### src/rtl/xbar_pkg.sv
package xbar_pkg;
  localparam int unsigned PORTS    = 16;
  localparam int unsigned GROUPS   = 4;
  localparam int unsigned IDX_W    = $clog2(PORTS);
  localparam int unsigned CELL_W   = IDX_W + 1;
  localparam int unsigned GROUP_SZ = PORTS / GROUPS;

  typedef struct packed {
    logic             en;
    logic [IDX_W-1:0] sel;
  } cell_t;

  typedef struct packed {
    logic             wrShadow;
    logic             commit;
    logic             rdReq;
    logic             rdActive;
    logic [IDX_W-1:0] idx;
    cell_t            wrCell;
  } cfg_strobe_t;
endpackage

### src/rtl/xbar_ctrl.sv
module xbar_ctrl
  import xbar_pkg::*;
(
  input  logic              cfgWrEn,
  input  logic              cfgRdEn,
  input  logic [IDX_W:0]    cfgAddr,
  input  logic [CELL_W-1:0] cfgWrData,
  input  logic              commit,
  output cfg_strobe_t       stb
);
  logic bankIsActive;

  assign bankIsActive = cfgAddr[IDX_W];

  always_comb begin
    stb          = '0;
    stb.idx      = cfgAddr[IDX_W-1:0];
    stb.wrCell   = cell_t'(cfgWrData);
    // Only the staging bank is writable; active-bank writes are dropped
    stb.wrShadow = cfgWrEn && !bankIsActive;
    stb.commit   = commit;
    stb.rdReq    = cfgRdEn;
    stb.rdActive = bankIsActive;
  end
endmodule

### src/rtl/xbar_datapath.sv
module xbar_datapath
  import xbar_pkg::*;
(
  input  logic              clk,
  input  logic              rstN,
  input  cfg_strobe_t       stb,
  input  logic [PORTS-1:0]  portIn,
  input  logic [GROUPS-1:0] groupOutEn,
  output logic [PORTS-1:0]  portOut,
  output logic [CELL_W-1:0] rdData,
  output logic              rdValid
);
  cell_t [PORTS-1:0] shadowBank;
  cell_t [PORTS-1:0] activeBank;

  // Staging bank
  always_ff @(posedge clk or negedge rstN) begin
    if (!rstN) begin
      shadowBank <= '0;
    end else if (stb.wrShadow) begin
      shadowBank[stb.idx] <= stb.wrCell;
    end
  end

  // Live bank: whole-bank copy on commit, with same-edge write forwarded
  always_ff @(posedge clk or negedge rstN) begin
    if (!rstN) begin
      activeBank <= '0;
    end else if (stb.commit) begin
      for (int o = 0; o < PORTS; o++) begin
        if (stb.wrShadow && (stb.idx == IDX_W'(o))) begin
          activeBank[o] <= stb.wrCell;
        end else begin
          activeBank[o] <= shadowBank[o];
        end
      end
    end
  end

  // Readback register
  always_ff @(posedge clk or negedge rstN) begin
    if (!rstN) begin
      rdData  <= '0;
      rdValid <= 1'b0;
    end else begin
      rdValid <= stb.rdReq;
      if (stb.rdReq) begin
        rdData <= stb.rdActive ? activeBank[stb.idx] : shadowBank[stb.idx];
      end
    end
  end

  // Per-output selection
  for (genvar o = 0; o < PORTS; o++) begin : g_out
    localparam int unsigned GRP = o / GROUP_SZ;
    logic picked;

    assign picked     = portIn[activeBank[o].sel];
    assign portOut[o] = groupOutEn[GRP] && activeBank[o].en && picked;

    AST_UNCONN_ZERO: assert property (@(posedge clk) disable iff (!rstN)
      !activeBank[o].en |-> !portOut[o]);
    AST_GROUP_OFF: assert property (@(posedge clk) disable iff (!rstN)
      !groupOutEn[GRP] |-> !portOut[o]);
  end

  AST_SHADOW_HOLD: assert property (@(posedge clk) disable iff (!rstN)
    !stb.wrShadow |=> $stable(shadowBank));
  AST_ACTIVE_HOLD: assert property (@(posedge clk) disable iff (!rstN)
    !stb.commit |=> $stable(activeBank));
  AST_COMMIT_COPY: assert property (@(posedge clk) disable iff (!rstN)
    (stb.commit && !stb.wrShadow) |=> (activeBank == $past(shadowBank)));
  AST_COMMIT_WRITE: assert property (@(posedge clk) disable iff (!rstN)
    (stb.commit && stb.wrShadow) |=> (activeBank[$past(stb.idx)] == $past(stb.wrCell)));
  AST_RD_VALID: assert property (@(posedge clk) disable iff (!rstN)
    stb.rdReq |=> rdValid);
  AST_RD_IDLE: assert property (@(posedge clk) disable iff (!rstN)
    !stb.rdReq |=> !rdValid);
endmodule

### src/rtl/xbar_matrix.sv
module xbar_matrix
  import xbar_pkg::*;
(
  input  logic              clk,
  input  logic              rstN,
  input  logic              cfgWrEn,
  input  logic              cfgRdEn,
  input  logic [IDX_W:0]    cfgAddr,
  input  logic [CELL_W-1:0] cfgWrData,
  input  logic              commit,
  input  logic [GROUPS-1:0] groupOutEn,
  input  logic [PORTS-1:0]  portIn,
  output logic [PORTS-1:0]  portOut,
  output logic [CELL_W-1:0] cfgRdData,
  output logic              cfgRdValid
);
  cfg_strobe_t stb;

  xbar_ctrl u_ctrl (
    .cfgWrEn   (cfgWrEn),
    .cfgRdEn   (cfgRdEn),
    .cfgAddr   (cfgAddr),
    .cfgWrData (cfgWrData),
    .commit    (commit),
    .stb       (stb)
  );

  xbar_datapath u_dp (
    .clk        (clk),
    .rstN       (rstN),
    .stb        (stb),
    .portIn     (portIn),
    .groupOutEn (groupOutEn),
    .portOut    (portOut),
    .rdData     (cfgRdData),
    .rdValid    (cfgRdValid)
  );
endmodule

### config.mk
export PLATFORM = sky130hd
export DESIGN_NAME = xbar_matrix
export DESIGN_NICKNAME = d
export VERILOG_FILES = /design/src/rtl/xbar_pkg.sv /design/src/rtl/xbar_ctrl.sv /design/src/rtl/xbar_datapath.sv /design/src/rtl/xbar_matrix.sv
export SDC_FILE = /design/constraint.sdc
export NUM_CORES = 1
export LEC_CHECK = 0
export BUFFER_PORTS_ARGS = -buffer_cell sky130_fd_sc_hd__clkbuf_2
export CORE_MARGIN = 2
export CORE_UTILIZATION = 55
export CTS_BUF_LIST = sky130_fd_sc_hd__clkbuf_4 sky130_fd_sc_hd__clkbuf_8
export DETAILED_ROUTE_END_ITERATION = 8
export PLACE_DENSITY = 0.7
export REMOVE_ABC_BUFFERS = 1
export SLEW_MARGIN = 15
export SYNTH_ARGS = -nofsm -noshare
export SYNTH_HDL_FRONTEND = slang
export SYNTH_SLANG_ARGS = --single-unit
### constraint.sdc
create_clock -name clk -period 2.7 [get_ports clk]
set_input_delay 0.27 -clock clk [delete_from_list [all_inputs] [get_ports clk]]
set_output_delay 0.27 -clock clk [all_outputs]
set_load 0.02 [all_outputs]
==> impl_metrics.toml, run 1 <==
[synth]
ys_dominant_reg_cell = "sky130_fd_sc_hd__dfrtp_1"
syn-mean-instance-area_sq_um = 15.1
most_common_cell_in_the_synthesized_netlist = "sky130_fd_sc_hd__mux2_2"
syn-instance-count = 635
ys_top_cells_by_count = "170 x sky130_fd_sc_hd__mux2_2, 166 x sky130_fd_sc_hd__dfrtp_1, 100 x sky130_fd_sc_hd__mux4_2, 49 x sky130_fd_sc_hd__clkbuf_1, 35 x sky130_fd_sc_hd__mux2i_1"
ys_seq_area_frac = 0.432
yosys_register_bits = 166
synth.lib_cells_used.distinct = 33
ys_warn_count = 0
yosysTopAreaCell = "sky130_fd_sc_hd__dfrtp_1"
yosys-top-cells-area = "sky130_fd_sc_hd__dfrtp_1 43%, sky130_fd_sc_hd__mux4_2 23%, sky130_fd_sc_hd__mux2_2 20%, sky130_fd_sc_hd__mux2i_1 3.6%, sky130_fd_sc_hd__clkbuf_1 1.9%"
post_synth_edffs = 0
post-synth-top-area-fraction = 0.432
synthArstFlopShare = 1.00
synthesis.area_sq_um = 9610

[clock_tree]
cts.root.buffer_cell = "sky130_fd_sc_hd__clkbuf_8"
clk_pin_slew_worst_paths_ns = 0.10
max-clock-path-buffers = 2
cts_num_sinks = 166
clock_tree.htree_level_count = 4
cts_tree = "yes"
cts-buffers-inserted = 17
worst_skew_pair.late_latency_ns = 0.48

[sta]
final.setup.tns_ns = 0
transition_time_at_the_pin_with_the_least_slew_margin_ns = 0.657
finalClockSkew_ns = 0.0121
finalHoldViolations = 0
layout_worst_path_cycle_share = 0.967
final.min_clock_period_ns = 2.61
drv_slew = 0
grt_setup_unrepaired = "no"
report.final.setup_viol = 0
final.setup.worst_slack_ns = 0.0892
slew-limit-headroom = 0.561
max_freq_mhz = 383
timing.hold.ws_ns = 0.0367

[power_and_ir_drop]
power.share.clock = 0.243
max_vdd_drop_uv = 461
power.internal_mw = 5.20
seqPwrFrac = 0.475
combinationalPowerShare = 0.283
finalPower_mw = 7.65
power_per_cell_area_nw_per_um2 = 730
p_sw_frac = 0.320
power.net_switching_mw = 2.45
power.leakage_nw = 4.45

[routing]
drt_pass1_iterations = 5
route.detailed.wl_per_inst_microns = 30.3
highest-signal-layer = "met4"
detailedRoute.firstIterationViolations = 591
drt.antenna.violating_nets = 0
num_vias = 6373
dr_wl_met3_mm = 3.04
route.final.wire_length_mm = 27.4
viasPerCell = 7.05
route.detailed.drc = 0
wl_met1_mm = 10.6
route.met2.wl_mm = 13.0

[global_route]
grt_remaining_overflow = 0
via_count_of_the_first_global_routing_pass = 6804
antenna_found_initial = 1
grt_start_max_net_pins = 69
grt_first_pass_wirelength_mm = 41.6
groute.usage.overall = 0.314

[critical_path]
worst_path_dominant_cell_family = "multiplexers"
cp.depth = 4
critical_path_class = "flop to primary output"
timing.critical_path.arrival_ns = 2.34
critical_path.reg2reg.endpoint = "u_dp.rdData[2]$_DFFE_PN0P_"
cp-startpoint = "u_dp.activeBank[20]$_DFFE_PN0P_"
critical_path.n_buffers_inverters = 1
cpMaxStageDelayCell = "sky130_fd_sc_hd__mux4_2"
timing.critical_path.cells = "mux4_2, mux4_2, and3_1, clkbuf_2"
timing.critical_path.from_type = "flop"
critical_path.most_common_cell = "sky130_fd_sc_hd__mux4_2"
critical_path.max_stage_delay_ns = 0.53
cp-endpoint = "portOut[4]"
critical_path_peak_fanout = 6
setup.reg_to_reg.worst_slack_ns = 1.11
worstRegToRegCells = 4
r2r_start = "u_dp.activeBank[12]$_DFFE_PN0P_"
required_ns = 2.43
critical_path.endpoint_type = "primary output"

[cells_and_area]
stdcell_count = 904
seqCellArea_sq_um = 4170
fillerInstances = 1302
finalNetCount = 700
finish.instance_area_sq_um = 10500
multi_input_gate_area_sq_um = 5170
final_layout_size_suffix_gt1_frac = 0.591
flow.area_growth_from_synthesis_pct = 9.17
layout.core_utilization = 0.611

[floorplanning]
core.rowCount = 48
design.core.area_sq_um = 17200
floorplan.io_pins = 57
fp.dieH_microns = 136
width_of_the_chip_microns = 136
start_util = 0.559
die_area_sq_um = 18500

[placement]
buffer_ports.inserted = 56
estimated_wirelength_of_the_detail_placed_design_mm = 19.1
postPlaceCellArea_sq_um = 10000
gp_congestion = 0.920
place_ws_ns = 0.483
placed_cells_incl_taps = 870

[hold_path]
min-delay-path-class = "primary input to flop"
worst_min_delay_path_startpoint = "cfgRdEn"

[outcome]
run_status = "complete, no violations"

[run]
max-cap-violations = 0
## power by group through the flow
stage / Sequential (mW) / Clock (mW) / Combinational, mW
after floorplan: 3.44 / 0 / 1.54
after detailed placement: 3.66 / 0 / 2.14
after CTS: 3.61 / 1.90 / 2.15
final: 3.63 / 1.86 / 2.16
after global placement: 3.62 / 0 / 2.06
after global routing: 3.71 / 2.01 / 2.28
## flip-flops by register name, indices dropped and copies added (netlist names)
name	flops
u_dp.activeBank	80
u_dp.shadowBank	80
u_dp.rdData	5
u_dp.rdValid	1
## area by class of cell
| type | instances | share of cell area |
|---|---|---|
| timing repair buffer | 73 | 0.0426 |
| clock buffer | 18 | 0.0230 |
| clock inverter | 14 | 0.0160 |
| tap | 225 | 0.0268 |
| sequential | 166 | 0.398 |
| multi-input combinational | 407 | 0.493 |
| antenna | 1 | 0.000239 |
## worst min path at each step
stage,slack (ns),cells after the start,end
6_report,0.04,1,u_dp.rdValid$_DFF_PN0_
5_1_grt,0.03,1,u_dp.rdValid$_DFF_PN0_
4_1_cts,0.002,1,u_dp.rdValid$_DFF_PN0_
3_5_place_dp,0.32,1,u_dp.shadowBank[59]$_DFFE_PN0P_
3_3_place_gp,0.30,1,u_dp.shadowBank[59]$_DFFE_PN0P_
2_1_floorplan,-0.03,0,u_dp.activeBank[0]$_DFFE_PN0P_
## logic make-up after synthesis
group | after synthesis | share of synthesized area
flops | 166 | 0.432
compound gates | 35 | 0.0276
simple gates | 67 | 0.0406
mux | 305 | 0.470
buf+inv | 62 | 0.0290
## layer usage
metal  up-vias  global-route usage
met5         -                   0
met4         0               0.111
met3        62               0.113
met2       428               0.489
met1      3305               0.412
li1       2578                   -
## layout by cell type (no fill, tap or decap), drive strengths merged, types with 2 or more instances in the layout
cell / instances
nand3: 4
bufinv: 2
dfrtp: 166
nor2: 10
clkinvlp: 4
and4bb: 2
nor3b: 2
or2: 4
and3: 16
mux2: 170
nor2b: 4
buf: 19
a211o: 4
a21oi: 4
inv: 6
o22ai: 15
mux4: 100
clkbuf: 71
clkinv: 2
nand3b: 3
a311oi: 4
mux2i: 35
o2111a: 4
nand2: 16
## repair_timing
item	in CTS	in global routing
endpoints found under the hold margin	64	0
hold buffers	1	0
setup endpoints to repair	7	9
resized for setup	7	9
setup buffers	0	0
Note: power is estimated with default switching activity, not from simulation.
==> run 2, diff against run 1 <==
CELL_PAD_IN_SITES_DETAIL_PLACEMENT = 1   (was unset)
CELL_PAD_IN_SITES_GLOBAL_PLACEMENT = 1   (was unset)
CORE_MARGIN = unset   (was 2)
CORE_UTILIZATION = 54   (was 55)
PLACE_DENSITY = 0.8   (was 0.7)
==> impl_metrics.toml, run 2 (same netlist as run 1, synthesis figures left out) <==
[sta]
report.final.setup_viol = 0
grt_setup_unrepaired = "no"
timing.hold.ws_ns = 0.330
drv_slew = 0
layout_worst_path_cycle_share = 0.968
final.setup.tns_ns = 0
transition_time_at_the_pin_with_the_least_slew_margin_ns = 0.604
final.setup.worst_slack_ns = 0.0856
finalClockSkew_ns = 0.0174
max_freq_mhz = 383
final.min_clock_period_ns = 2.61
finalHoldViolations = 0
slew-limit-headroom = 0.598

[routing]
route.detailed.drc = 0
detailedRoute.firstIterationViolations = 675
route.final.wire_length_mm = 30.1
drt_pass1_iterations = 5
viasPerCell = 7.40
route.detailed.wl_per_inst_microns = 33.3
drt.antenna.violating_nets = 0
num_vias = 6690

[critical_path]
critical_path.reg2reg.endpoint = "u_dp.rdData[3]$_DFFE_PN0P_"
required_ns = 2.43
cp-endpoint = "portOut[5]"
r2r_start = "u_dp.activeBank[18]$_DFFE_PN0P_"
timing.critical_path.arrival_ns = 2.34
setup.reg_to_reg.worst_slack_ns = 1.09
critical_path_class = "flop to primary output"
critical_path_peak_fanout = 6
critical_path.endpoint_type = "primary output"
cp-startpoint = "u_dp.activeBank[25]$_DFFE_PN0P_"
timing.critical_path.from_type = "flop"
worstRegToRegCells = 4

[cells_and_area]
flow.area_growth_from_synthesis_pct = 9.35
finish.instance_area_sq_um = 10500
layout.cells.most_common = "sky130_fd_sc_hd__mux2_2"
biggestRegsByFlops = "u_dp.activeBank: 80 flops, u_dp.shadowBank: 80 flops, u_dp.rdData: 5 flops"
finalNetCount = 699
stdcell_count = 904
final_layout_size_suffix_gt1_frac = 0.589
layout.core_utilization = 0.605
layout.cells.most_common_list = "170 x sky130_fd_sc_hd__mux2_2, 150 x sky130_fd_sc_hd__dfrtp_1, 100 x sky130_fd_sc_hd__mux4_2, 53 x sky130_fd_sc_hd__clkbuf_2, 35 x sky130_fd_sc_hd__mux2i_1"
fillerInstances = 1626

[placement]
place_ws_ns = 0.378
postPlaceCellArea_sq_um = 10000
placed_cells_incl_taps = 868
gp_congestion = 0.934
estimated_wirelength_of_the_detail_placed_design_mm = 20.2
buffer_ports.inserted = 56

[run]
max-cap-violations = 0

[global_route]
via_count_of_the_first_global_routing_pass = 7136
groute.usage.overall = 0.351
grtUsageMet1 = 0.460
grt_remaining_overflow = 0
antenna_found_initial = 0
global_route.usage.met3 = 0.0958
grt_util_met2 = 0.551
grt_first_pass_wirelength_mm = 45.4
grt_start_max_net_pins = 63
grt_busiest_layer = "met2"

[floorplanning]
die_area_sq_um = 18300
design.core.area_sq_um = 17400
core.rowCount = 48
fp.dieH_microns = 135
start_util = 0.553
width_of_the_chip_microns = 135
floorplan.io_pins = 57

[power_and_ir_drop]
power_per_cell_area_nw_per_um2 = 747
finalPower_mw = 7.85
power.leakage_nw = 4.46
max_vdd_drop_uv = 377

[clock_tree]
clk_pin_slew_worst_paths_ns = 0.10
cts.root.buffer_cell = "sky130_fd_sc_hd__clkbuf_8"
max-clock-path-buffers = 2
postCtsSetupRepairBufs = 0
worst_skew_pair.late_latency_ns = 0.48
cts_tree = "yes"
clock_tree.htree_level_count = 4
cts-buffers-inserted = 17
cts_num_sinks = 166

[hold_path]
min-delay-path-class = "primary input to async pin"

[outcome]
run_status = "complete, no violations"
-- run 2: routing by layer --
metal,routed length (microns),share of wire
met1,11300,0.37
met2,14500,0.48
met3,3320,0.11
met4,998,0.033
met5,0,0
-- run 2: critical path, stage by stage, from the launching register on --
cell,delay (ns)
sky130_fd_sc_hd__dfrtp_2,0.49
sky130_fd_sc_hd__mux4_2,0.54
sky130_fd_sc_hd__mux4_2,0.49
sky130_fd_sc_hd__and3_1,0.19
sky130_fd_sc_hd__clkbuf_2,0.15
-- run 2: power by group --
part,internal [mW],switching (mW),total (mW)
Sequential,3.02,0.661,3.68
Clock,0.950,1.01,1.96
Combinational,1.32,0.880,2.21
Total,5.29,2.55,7.85
-- run 2: cell type report --
class / instances / area, sq um / area share
multi-input cells: 407 / 5170 / 0.492
flip-flops and latches: 166 / 4170 / 0.397
repair buffers: 72 / 442 / 0.0420
well taps: 225 / 282 / 0.0268
clock buffers: 18 / 241 / 0.0230
clock inverters: 14 / 188 / 0.0179
diodes: 2 / 5.00 / 0.000476
-- run 2: what timing repair did --
action,4_1_cts,5_1_grt
setup endpoints to repair,9,7
hold buffers,2,0
resized for setup,9,7
endpoints found under the hold margin,60,0
-- run 2: worst min-delay path by stage --
stage	start	endpoint	depth (start not counted)
after CTS	rstN	u_dp.activeBank[19]$_DFFE_PN0P_	2
after global placement	rstN	u_dp.activeBank[19]$_DFFE_PN0P_	1
final	rstN	u_dp.activeBank[19]$_DFFE_PN0P_	2
after global routing	rstN	u_dp.activeBank[19]$_DFFE_PN0P_	2
after detailed placement	rstN	u_dp.activeBank[19]$_DFFE_PN0P_	1
after floorplan	rstN	u_dp.activeBank[0]$_DFFE_PN0P_	0
